`config.mk`:
```
export PLATFORM = sky130hd
export DESIGN_NAME = gemm_issue_tracker
export DESIGN_NICKNAME = d
export VERILOG_FILES = /design/src/rtl/gemm_track_pkg.sv /design/src/rtl/gemm_cycle_ctr.sv /design/src/rtl/gemm_slot_calc.sv /design/src/rtl/gemm_done_fifo.sv /design/src/rtl/gemm_issue_tracker.sv
export SDC_FILE = /design/constraint.sdc
export NUM_CORES = 1
export LEC_CHECK = 0
export BUFFER_PORTS_ARGS = -buffer_cell sky130_fd_sc_hd__buf_2
export CORE_ASPECT_RATIO = 2
export CORE_MARGIN = 2
export CORE_UTILIZATION = 45
export DETAILED_ROUTE_END_ITERATION = 10
export HOLD_SLACK_MARGIN = 0.05
export SYNTH_ARGS = -nofsm -noshare
export SYNTH_HDL_FRONTEND = slang
export SYNTH_SLANG_ARGS = --single-unit
```
`constraint.sdc`:
```
create_clock -name clk_i -period 8.05 [get_ports clk_i]
set_clock_uncertainty 0.05 [all_clocks]
set_input_delay 0 -clock clk_i [delete_from_list [all_inputs] [get_ports clk_i]]
set_output_delay 0 -clock clk_i [all_outputs]
set_load 0.03 [all_outputs]
```
`src/rtl/gemm_track_pkg.sv`:
```
package gemm_track_pkg;
  localparam int unsigned MIN_ROWS = 4;

  function automatic logic [31:0] rows_floor(input logic [31:0] rows);
    return (rows < MIN_ROWS) ? 32'(MIN_ROWS) : rows;
  endfunction
endpackage

```
`src/rtl/gemm_cycle_ctr.sv`:
```
module gemm_cycle_ctr #(
  parameter int unsigned TIME_W = 32
) (
  input  logic              clk_i,
  input  logic              rst_ni,
  output logic [TIME_W-1:0] now_o
);
  always_ff @(posedge clk_i or negedge rst_ni) begin
    if (!rst_ni) now_o <= '0;
    else         now_o <= now_o + TIME_W'(1);
  end
endmodule

```
`src/rtl/gemm_slot_calc.sv`:
```
module gemm_slot_calc
  import gemm_track_pkg::*;
#(
  parameter int unsigned ARR_H  = 8,
  parameter int unsigned ARR_W  = 8,
  parameter int unsigned TIME_W = 32,
  parameter int unsigned SIZE_W = 16
) (
  input  logic [TIME_W-1:0] now_i,
  input  logic              preload_i,
  input  logic [SIZE_W-1:0] size_i,
  input  logic              q_empty_i,
  input  logic [TIME_W-1:0] last_start_i,
  input  logic [SIZE_W-1:0] last_size_i,
  output logic [TIME_W-1:0] start_o,
  output logic [TIME_W-1:0] finish_o
);
  localparam logic [TIME_W-1:0] FILL_DRAIN = TIME_W'(ARR_H + ARR_W - 2);
  localparam logic [TIME_W-1:0] LOAD_IDLE  = TIME_W'(2 * ARR_H - 1);
  localparam logic [TIME_W-1:0] LOAD_HIDE  = TIME_W'(ARR_H);

  logic [TIME_W-1:0] own_rows, last_rows;

  assign own_rows  = TIME_W'(rows_floor(32'(size_i)));
  assign last_rows = TIME_W'(rows_floor(32'(last_size_i)));

  always_comb begin
    if (q_empty_i) start_o = preload_i ? now_i + LOAD_IDLE : now_i;
    else           start_o = last_start_i + (preload_i ? LOAD_HIDE : last_rows);
    finish_o = start_o + FILL_DRAIN + own_rows;
  end
endmodule

```
`src/rtl/gemm_done_fifo.sv`:
```
module gemm_done_fifo #(
  parameter int unsigned DEPTH  = 4,
  parameter int unsigned DATA_W = 40,
  localparam int unsigned PTR_W = (DEPTH > 1) ? $clog2(DEPTH) : 1,
  localparam int unsigned OCC_W = $clog2(DEPTH + 1)
) (
  input  logic              clk_i,
  input  logic              rst_ni,
  input  logic              push_i,
  input  logic [DATA_W-1:0] push_data_i,
  input  logic              pop_i,
  output logic [DATA_W-1:0] head_o,
  output logic              empty_o,
  output logic              full_o,
  output logic [OCC_W-1:0]  occ_o
);
  logic [DATA_W-1:0] mem_q [DEPTH];
  logic [PTR_W-1:0]  rd_q, wr_q;

  function automatic logic [PTR_W-1:0] bump(input logic [PTR_W-1:0] p);
    return (p == PTR_W'(DEPTH - 1)) ? '0 : p + PTR_W'(1);
  endfunction

  assign head_o  = mem_q[rd_q];
  assign empty_o = (occ_o == '0);
  assign full_o  = (occ_o == OCC_W'(DEPTH));

  always_ff @(posedge clk_i or negedge rst_ni) begin
    if (!rst_ni) begin
      rd_q  <= '0;
      wr_q  <= '0;
      occ_o <= '0;
    end else begin
      if (push_i) wr_q <= bump(wr_q);
      if (pop_i)  rd_q <= bump(rd_q);
      if (push_i && !pop_i)      occ_o <= occ_o + OCC_W'(1);
      else if (pop_i && !push_i) occ_o <= occ_o - OCC_W'(1);
    end
  end

  always_ff @(posedge clk_i) begin
    if (push_i) mem_q[wr_q] <= push_data_i;
  end
endmodule

```
`src/rtl/gemm_issue_tracker.sv`:
```
module gemm_issue_tracker #(
  parameter int unsigned ARR_H  = 8,
  parameter int unsigned ARR_W  = 8,
  parameter int unsigned DEPTH  = 4,
  parameter int unsigned TIME_W = 32,
  parameter int unsigned SIZE_W = 16,
  parameter int unsigned TAG_W  = 8,
  parameter int unsigned STAT_W = 32
) (
  input  logic              clk_i,
  input  logic              rst_ni,
  input  logic              issue_valid_i,
  input  logic              issue_preload_i,
  input  logic [SIZE_W-1:0] issue_size_i,
  input  logic [TAG_W-1:0]  issue_tag_i,
  output logic              issue_ready_o,
  output logic [TIME_W-1:0] issue_start_o,
  output logic [TIME_W-1:0] issue_finish_o,
  output logic              done_valid_o,
  output logic [TAG_W-1:0]  done_tag_o,
  output logic [TIME_W-1:0] now_o,
  output logic [STAT_W-1:0] issue_cnt_o,
  output logic [STAT_W-1:0] preload_cnt_o
);
  localparam int unsigned ENT_W = TAG_W + TIME_W;
  localparam int unsigned OCC_W = $clog2(DEPTH + 1);

  logic              fire, q_empty, q_full, q_empty_eff;
  logic [OCC_W-1:0]  occ;
  logic [ENT_W-1:0]  head;
  logic [TIME_W-1:0] head_finish, last_start_q;
  logic [SIZE_W-1:0] last_size_q;

  gemm_cycle_ctr #(.TIME_W(TIME_W)) i_ctr (
    .clk_i(clk_i), .rst_ni(rst_ni), .now_o(now_o)
  );

  gemm_done_fifo #(.DEPTH(DEPTH), .DATA_W(ENT_W)) i_fifo (
    .clk_i      (clk_i),
    .rst_ni     (rst_ni),
    .push_i     (fire),
    .push_data_i({issue_tag_i, issue_finish_o}),
    .pop_i      (done_valid_o),
    .head_o     (head),
    .empty_o    (q_empty),
    .full_o     (q_full),
    .occ_o      (occ)
  );

  assign head_finish   = head[TIME_W-1:0];
  assign done_tag_o    = head[ENT_W-1:TIME_W];
  assign done_valid_o  = !q_empty && (head_finish <= now_o);
  assign issue_ready_o = !q_full;
  assign fire          = issue_valid_i && issue_ready_o;
  // the sole entry leaving this cycle frees the array for a fresh start
  assign q_empty_eff   = q_empty || (occ == OCC_W'(1) && done_valid_o);

  gemm_slot_calc #(
    .ARR_H(ARR_H), .ARR_W(ARR_W), .TIME_W(TIME_W), .SIZE_W(SIZE_W)
  ) i_calc (
    .now_i       (now_o),
    .preload_i   (issue_preload_i),
    .size_i      (issue_size_i),
    .q_empty_i   (q_empty_eff),
    .last_start_i(last_start_q),
    .last_size_i (last_size_q),
    .start_o     (issue_start_o),
    .finish_o    (issue_finish_o)
  );

  always_ff @(posedge clk_i or negedge rst_ni) begin
    if (!rst_ni) begin
      last_start_q  <= '0;
      last_size_q   <= '0;
      issue_cnt_o   <= '0;
      preload_cnt_o <= '0;
    end else if (fire) begin
      last_start_q <= issue_start_o;
      last_size_q  <= issue_size_i;
      issue_cnt_o  <= issue_cnt_o + STAT_W'(1);
      if (issue_preload_i) preload_cnt_o <= preload_cnt_o + STAT_W'(1);
    end
  end
endmodule

```
==> results of run 1 <==
[repair_timing]
item                                    in CTS  in global routing
endpoints found under the setup margin       3                  0
hold buffers                                44                  0
hold endpoints to repair                   160                  0
buffers inserted                             2                  0
[cell type report]
cell class / instances / area [um^2] / share of cell area (%)
flip-flops and latches: 311 / 8590 / 44.5
multi-input cells: 974 / 7320 / 38.0
repair buffers: 257 / 1580 / 8.17
clock buffers: 32 / 737 / 3.82
well taps: 454 / 568 / 2.95
inverters: 69 / 259 / 1.34
clock inverters: 21 / 233 / 1.21
[stage by stage]
step | instances | setup WS, ns | utilization, %
final | 2118 | 0.489 | 53.3
after global routing | 2118 | 0.0227 | 53.3
after CTS | 2118 | 0.448 | 53.3
after detailed placement | 2019 | 0.628 | 49.3
after global placement | 2019 | 0.873 | 49.3
after floorplan | 1412 | 0.572 | -
[worst max-delay path, delay by kind of cell (launching register included)]
| kind | cells | cell delay, ns |
|---|---|---|
| adders and majority gates | 3 | 1.10 |
| AOI/OAI and AO/OA | 8 | 1.89 |
| xor gates and xnor gates | 1 | 0.51 |
| and+or+nand+nor | 7 | 1.29 |
| DFF | 1 | 0.57 |
| buffers and inverters | 5 | 0.97 |
| muxes | 1 | 0.55 |
[state kept, by name, summed over array words and instances, names as in the netlist]
name and flops:
preload_cnt_o 32, i_fifo.mem_q 160, i_ctr.now_o 32, issue_cnt_o 32, last_start_q 32, last_size_q 16
i_fifo.occ_o 3, i_fifo.rd_q 2, i_fifo.wr_q 2
[worst min-delay path by stage]
stage,slack (ns),start,end,cells after the start
floorplan,-0.35,rst_ni,i_ctr.now_o[0]$_DFF_PN0_,0
global placement,0.09,rst_ni,preload_cnt_o[22]$_DFFE_PN0P_,1
detailed placement,0.08,rst_ni,preload_cnt_o[28]$_DFFE_PN0P_,1
CTS,0.09,issue_tag_i[7],i_fifo.mem_q[3][39]$_DFFE_PP_,2
global route,0.13,issue_tag_i[7],i_fifo.mem_q[3][39]$_DFFE_PP_,2
finish,0.12,issue_preload_i,preload_cnt_o[0]$_DFFE_PN0P_,3
[cells in the mapped netlist (all sizes together), types with 5 or more instances]
master	instances	area share (%)
o211ai	6	0.27
nand2	188	4.3
o21ai	37	1.2
nand4	36	1.5
buf	26	0.77
xor2	38	2.0
inv	69	1.6
o21a	10	0.46
nor4	16	0.78
dfrtp	151	23
nor3	14	0.43
mux2	10	0.69
nor2b	23	0.88
o21bai	8	0.37
a21o	15	0.69
clkbuf	32	0.73
and2	16	0.63
and3	28	1.1
nand3	57	1.7
a211oi	7	0.32
mux4	40	5.5
ha	94	7.2
xnor2	140	7.5
a21oi	53	1.6
nor2	70	1.6
or2	5	0.19
nand2b	6	0.27
mux2i	7	0.43
edfxtp	160	29
and4	5	0.27
[layer usage]
metal / share of wire (%) / vias up / global-route usage, % / wire length [um]
met3: 5.4 / 83 / 2.64 / 2310
met2: 49 / 374 / 38.6 / 20900
met4: 4.0 / 0 / 8.69 / 1710
li1: - / 5489 / - / -
met5: 0 / - / 0 / 0
met1: 42 / 5752 / 29.0 / 17700
[cell usage in the layout, fill, tap and decap left out, types with 40 or more instances in the layout]
cell                            count
sky130_fd_sc_hd__dfrtp_1          149
sky130_fd_sc_hd__buf_2            196
sky130_fd_sc_hd__a21oi_1           52
sky130_fd_sc_hd__dlygate4sd3_1     43
sky130_fd_sc_hd__inv_1             68
sky130_fd_sc_hd__nand2_1          188
sky130_fd_sc_hd__mux4_2            40
sky130_fd_sc_hd__ha_1              94
sky130_fd_sc_hd__nor2_1            70
sky130_fd_sc_hd__nand3_1           57
sky130_fd_sc_hd__edfxtp_1         160
sky130_fd_sc_hd__xnor2_1          139
[cell families after synthesis]
| group | share of synthesized area [%] |
|---|---|
| and+or+nand+nor | 14.4 |
| DFF | 52.3 |
| xor gates and xnor gates | 9.55 |
| AOI/OAI and AO/OA | 6.63 |
| buffers and inverters | 3.08 |
| adders and majority gates | 7.41 |
| muxes | 6.60 |
==> metrics.log, run 1 <==
INFO  metric fp-row-count = 99
INFO  metric post_synth_num_cell_types = 71
INFO  metric grt.overflow.total = 0
INFO  metric placed_area = 17,800 um^2
INFO  metric outcome = finished, final reports clean
INFO  metric antenna_violations_before_repair = 0
INFO  metric placeableCoreArea = 36,200 um^2
INFO  metric ys_dominant_reg_cell = sky130_fd_sc_hd__edfxtp_1
INFO  metric worstSetupStartpoint = i_fifo.rd_q[0]$_DFFE_PN0P_
INFO  metric post-dp-hpwl = 30,900 um
INFO  metric cp_slowest_stage_delay = 0.60 ns
INFO  metric rr_endpoint = i_fifo.mem_q[2][19]$_DFFE_PP_
INFO  metric timing.final.hold_violations = 0
INFO  metric die-width = 139 um
INFO  metric number_of_fill_cells = 3,141
INFO  metric cts_num_sinks = 311
INFO  metric worst_hold_slack = 0.123 ns
INFO  metric htree_num_levels = 1
INFO  metric die_h = 274 um
INFO  metric final.period_utilization = 93.9%
INFO  metric first_global_vias = 12.0k
INFO  metric grt_usage = 22.4%
INFO  metric worst-r2r-cell-count = 24
INFO  metric unrepaired_setup_endpoints_after_global_routing = false
INFO  metric post_drt_wl_per_cell = 20.1 um
INFO  metric achievable-frequency = 132 MHz
INFO  metric maxCapViolations = 0
INFO  metric syn-instance-count = 1,412
INFO  metric reg2reg_setup_slack = 1.09 ns
INFO  metric stdcell_area = 19,300 um^2
INFO  metric clock_tree.buffer_depth = 3
INFO  metric synth-edff-count = 160
INFO  metric cts.reportedPaths.clkPinSlew = 0.07 ns
INFO  metric timing_worst_slew_pin_value = 1.02 ns
INFO  metric design.portCount = 198
INFO  metric numCtsBuffers = 29
INFO  metric synth_area = 16,400 um^2
INFO  metric yosys_warnings = 0
INFO  metric tritoncts = yes
INFO  metric synth-seq-area-share = 52.3%
INFO  metric drt_pre_antenna_iters = 5
INFO  metric setup_viol_count_final = 0
INFO  metric cp_data_arrival_time = 7.51 ns
INFO  metric dieArea = 38,100 um^2
INFO  metric io_buffer_count = 197
INFO  metric grt_max_degree = 68
INFO  metric critical_path.startpoint_type = register
INFO  metric timing.final.crit_period = 7.56 ns
INFO  metric critPathRequiredTime = 8.00 ns
INFO  metric slew_headroom = 31.6%
INFO  metric antenna_cells_inserted = 0
INFO  metric postSynthAreaPerCell = 11.6 um^2
INFO  metric synthesized_flop_and_latch_total = 311
INFO  metric cts_repair_resize_count = 0
INFO  metric report.final.slew_viol_count = 0
INFO  metric timing.critical_path.slowest_stage_cell = sky130_fd_sc_hd__nor4_2
INFO  metric detail_route.drc_violations = 0
INFO  metric antenna_left = 0
INFO  metric routed_wirelength = 42,500 um
INFO  metric detail_route.vias_per_cell = 5.52
INFO  metric setup.worst_path.end = issue_finish_o[19]
INFO  metric place.gp.congestion = 0.905
INFO  metric post_route_cells_drive_above_1_share = 20.5%
INFO  metric worst_min_delay_path_category = in -> reg
INFO  metric detailed_route_via_count = 11.7k
INFO  metric grt_pass1_wl = 67,200 um
INFO  metric timing.critical_path.to_type = output port
INFO  metric synth.net_count = 1,536
INFO  metric synth_async_sr_flop_share = 48.6%
INFO  metric clkLatencyLatePin = 0.58 ns
INFO  metric clock_tree.root_cell = sky130_fd_sc_hd__clkbuf_16
INFO  metric fin_setup_tns = 0 ns
INFO  metric timing.setup.critical_path_class = reg -> out
INFO  metric layout-area-overhead-vs-synth = 17.5%
INFO  metric r2r_start = i_fifo.rd_q[0]$_DFFE_PN0P_
INFO  metric finalNetCount = 1,766
INFO  metric critPathMaxFanout = 25
INFO  metric starting_density_of_the_core = 45.4%
INFO  metric drtIter0Drc = 611
Power of run 1 is left out: the tool's default activity adds up to more than one toggle a clock period on the data nets, which glitch-free logic cannot reach.
==> inputs of run 2 (changes only) <==
--- a/config.mk
+++ b/config.mk
@@ -6,9 +6,11 @@
 export NUM_CORES = 1
 export LEC_CHECK = 0
 export BUFFER_PORTS_ARGS = -buffer_cell sky130_fd_sc_hd__buf_2
+export CAP_MARGIN = 25
 export CORE_ASPECT_RATIO = 2
 export CORE_MARGIN = 2
 export CORE_UTILIZATION = 45
+export CTS_BUF_LIST = sky130_fd_sc_hd__clkbuf_16
 export DETAILED_ROUTE_END_ITERATION = 10
 export HOLD_SLACK_MARGIN = 0.05
 export SYNTH_ARGS = -nofsm -noshare
==> metrics.log, run 2 (same netlist as run 1, synthesis figures left out) <==
INFO  metric antenna_cells_inserted = 0 (unchanged)
INFO  metric clkLatencyLatePin = 0.58 ns (about the same)
INFO  metric grt_max_degree = 68 (unchanged)
INFO  metric numCtsBuffers = 29 (unchanged)
INFO  metric slew_headroom = 31.7% (+0.13 points)
INFO  metric timing.final.crit_period = 7.56 ns (+0.00289 ns)
INFO  metric die_h = 274 um (unchanged)
INFO  metric routed_wirelength = 42,600 um (about the same)
INFO  metric die-width = 139 um (unchanged)
INFO  metric detail_route.vias_per_cell = 5.53 (+0.12%)
INFO  metric cp_slowest_stage_delay = 0.61 ns (about the same)
INFO  metric detail_route.drc_violations = 0 (unchanged)
INFO  metric outcome = finished, final reports clean
INFO  metric worst_min_delay_path_category = in -> reg
INFO  metric finalNetCount = 1,766 (unchanged)
INFO  metric starting_density_of_the_core = 45.4% (unchanged)
INFO  metric timing.critical_path.slowest_stage_cell = sky130_fd_sc_hd__nor4_2
INFO  metric antenna_left = 0 (unchanged)
INFO  metric cts_repair_resize_count = 0 (unchanged)
INFO  metric fin_setup_tns = 0 ns (unchanged)
INFO  metric fp-row-count = 99 (unchanged)
INFO  metric detailed_route_via_count = 11.7k (+0.12%)
INFO  metric regMostFlops = i_fifo.mem_q
INFO  metric placed_cells = 2,019 (unchanged)
INFO  metric clock_tree.root_cell = sky130_fd_sc_hd__clkbuf_16
INFO  metric io_buffer_count = 197 (unchanged)
INFO  metric timing.critical_path.to_type = output port
INFO  metric drtIter0Drc = 611 (unchanged)
INFO  metric critPathRequiredTime = 8.00 ns (about the same)
INFO  metric antenna_violations_before_repair = 0 (unchanged)
INFO  metric clock_tree.buffer_depth = 3 (unchanged)
INFO  metric grt_pass1_wl = 67,200 um (unchanged)
INFO  metric cp_data_arrival_time = 7.51 ns (about the same)
INFO  metric dieArea = 38,100 um^2 (unchanged)
INFO  metric mostFrequentLayoutCells = sky130_fd_sc_hd__buf_2 (196), sky130_fd_sc_hd__nand2_1 (188), sky130_fd_sc_hd__edfxtp_1 (160), sky130_fd_sc_hd__dfrtp_1 (149), sky130_fd_sc_hd__xnor2_1 (139)
INFO  metric tritoncts = yes
INFO  metric maxCapViolations = 0 (unchanged)
INFO  metric setup_viol_count_final = 0 (unchanged)
INFO  metric layout-area-overhead-vs-synth = 17.5% (unchanged)
INFO  metric post-route-worst-setup-slack = 0.486 ns (-0.00289 ns)
INFO  metric first_global_vias = 12.0k (unchanged)
INFO  metric report.final.slew_viol_count = 0 (unchanged)
INFO  metric design.portCount = 198 (unchanged)
INFO  metric number_of_fill_cells = 3,141 (unchanged)
INFO  metric place.gp.congestion = 0.905 (unchanged)
INFO  metric timing.final.hold_violations = 0 (unchanged)
INFO  metric worst_hold_slack = 0.124 ns (+0.000579 ns)
INFO  metric post-dp-hpwl = 30,900 um (unchanged)
INFO  metric largest_register_ff_count = 160 (unchanged)
INFO  metric timing_worst_slew_pin_value = 1.01 ns (-0.00187 ns)
INFO  metric post_drt_wl_per_cell = 20.1 um (about the same)
INFO  metric unrepaired_setup_endpoints_after_global_routing = false
INFO  metric place_worst_setup_slack = 0.628 ns (unchanged)
INFO  metric finalNonFillerCells = 2,118 (unchanged)
INFO  metric drt_pre_antenna_iters = 5 (unchanged)
INFO  metric cts_num_sinks = 311 (unchanged)
INFO  metric grt.overflow.total = 0 (unchanged)
INFO  metric achievable-frequency = 132 MHz (about the same)
INFO  metric critical_path.startpoint_type = register
INFO  metric grt_usage = 22.4% (unchanged)
INFO  metric htree_num_levels = 1 (unchanged)
INFO  metric placeableCoreArea = 36,200 um^2 (unchanged)
INFO  metric post_route_cells_drive_above_1_share = 20.5% (unchanged)
INFO  metric timing.setup.critical_path_class = reg -> out
INFO  metric final.period_utilization = 94.0% (about the same)
INFO  metric critPathMaxFanout = 25 (unchanged)
INFO  metric most_common_library_cell_in_the_layout_ignoring_fill_and_taps = sky130_fd_sc_hd__buf_2
INFO  metric cts.reportedPaths.clkPinSlew = 0.07 ns (about the same)
==> run 2: changes by cell type in the layout (fill, tap and decap cells not counted), sizes merged <==
cell / change
inv: +3
clkbuf: -3
==> run 2: worst max-delay path, delay by kind of cell, from the launching register on <==
| family | cells | cell delay [ns] |
|---|---|---|
| AO/OA/AOI/OAI | 8 | 1.89 |
| flip-flops | 1 | 0.57 |
| AND/OR/NAND/NOR | 7 | 1.30 |
| XOR/XNOR | 1 | 0.51 |
| adder cells (fa/ha/maj) | 3 | 1.10 |
| multiplexers | 1 | 0.55 |
| buffers and inverters | 5 | 0.97 |
==> run 2: path summary, 6_finish.rpt <==
check	depth (start not counted)	to	slack, ns	from
worst min register to register	1	preload_cnt_o[31]$_DFFE_PN0P_	0.42	preload_cnt_o[31]$_DFFE_PN0P_
worst max register to register	24	i_fifo.mem_q[2][19]$_DFFE_PP_	1.08	i_fifo.rd_q[0]$_DFFE_PN0P_
worst max-delay path	25	issue_finish_o[19]	0.49	i_fifo.rd_q[0]$_DFFE_PN0P_
worst min-delay path	3	preload_cnt_o[0]$_DFFE_PN0P_	0.12	issue_preload_i
min in group asynchronous	3	preload_cnt_o[11]$_DFFE_PN0P_	0.44	rst_ni
max in group asynchronous	4	last_start_q[16]$_DFFE_PN0P_	6.19	rst_ni
==> run 2: layout make-up <==
type	instances	area [um^2]	share of cell area, %
flip-flops and latches	311	8590	44.5
clock buffers	29	726	3.76
repair buffers	257	1580	8.17
clock inverters	24	244	1.27
inverters	69	259	1.34
multi-input cells	974	7320	38.0
well taps	454	568	2.95
==> run 2: timing repair <==
| item | in CTS | in global routing |
|---|---|---|
| hold endpoints to repair | 160 | 0 |
| buffers inserted | 2 | 0 |
| hold buffers | 44 | 0 |
| endpoints found under the setup margin | 3 | 0 |
==> run 2: through the flow <==
step | util, % | cell area, um^2
3_5_place_dp | 49.3 | 17800
6_report | 53.3 | 19300
4_1_cts | 53.3 | 19300
5_1_grt | 53.3 | 19300
2_1_floorplan | - | 16400
3_3_place_gp | 49.3 | 17800
==> run 2: metal layers <==
| layer | up-vias | part of all wire, % | track usage [%] |
|---|---|---|---|
| met5 | - | 0 | 0 |
| met4 | 0 | 4.0 | 8.69 |
| met3 | 85 | 5.4 | 2.64 |
| met2 | 370 | 49 | 38.6 |
| met1 | 5768 | 41 | 29.0 |
| li1 | 5489 | - | - |
Power of run 2 is left out for the same reason.
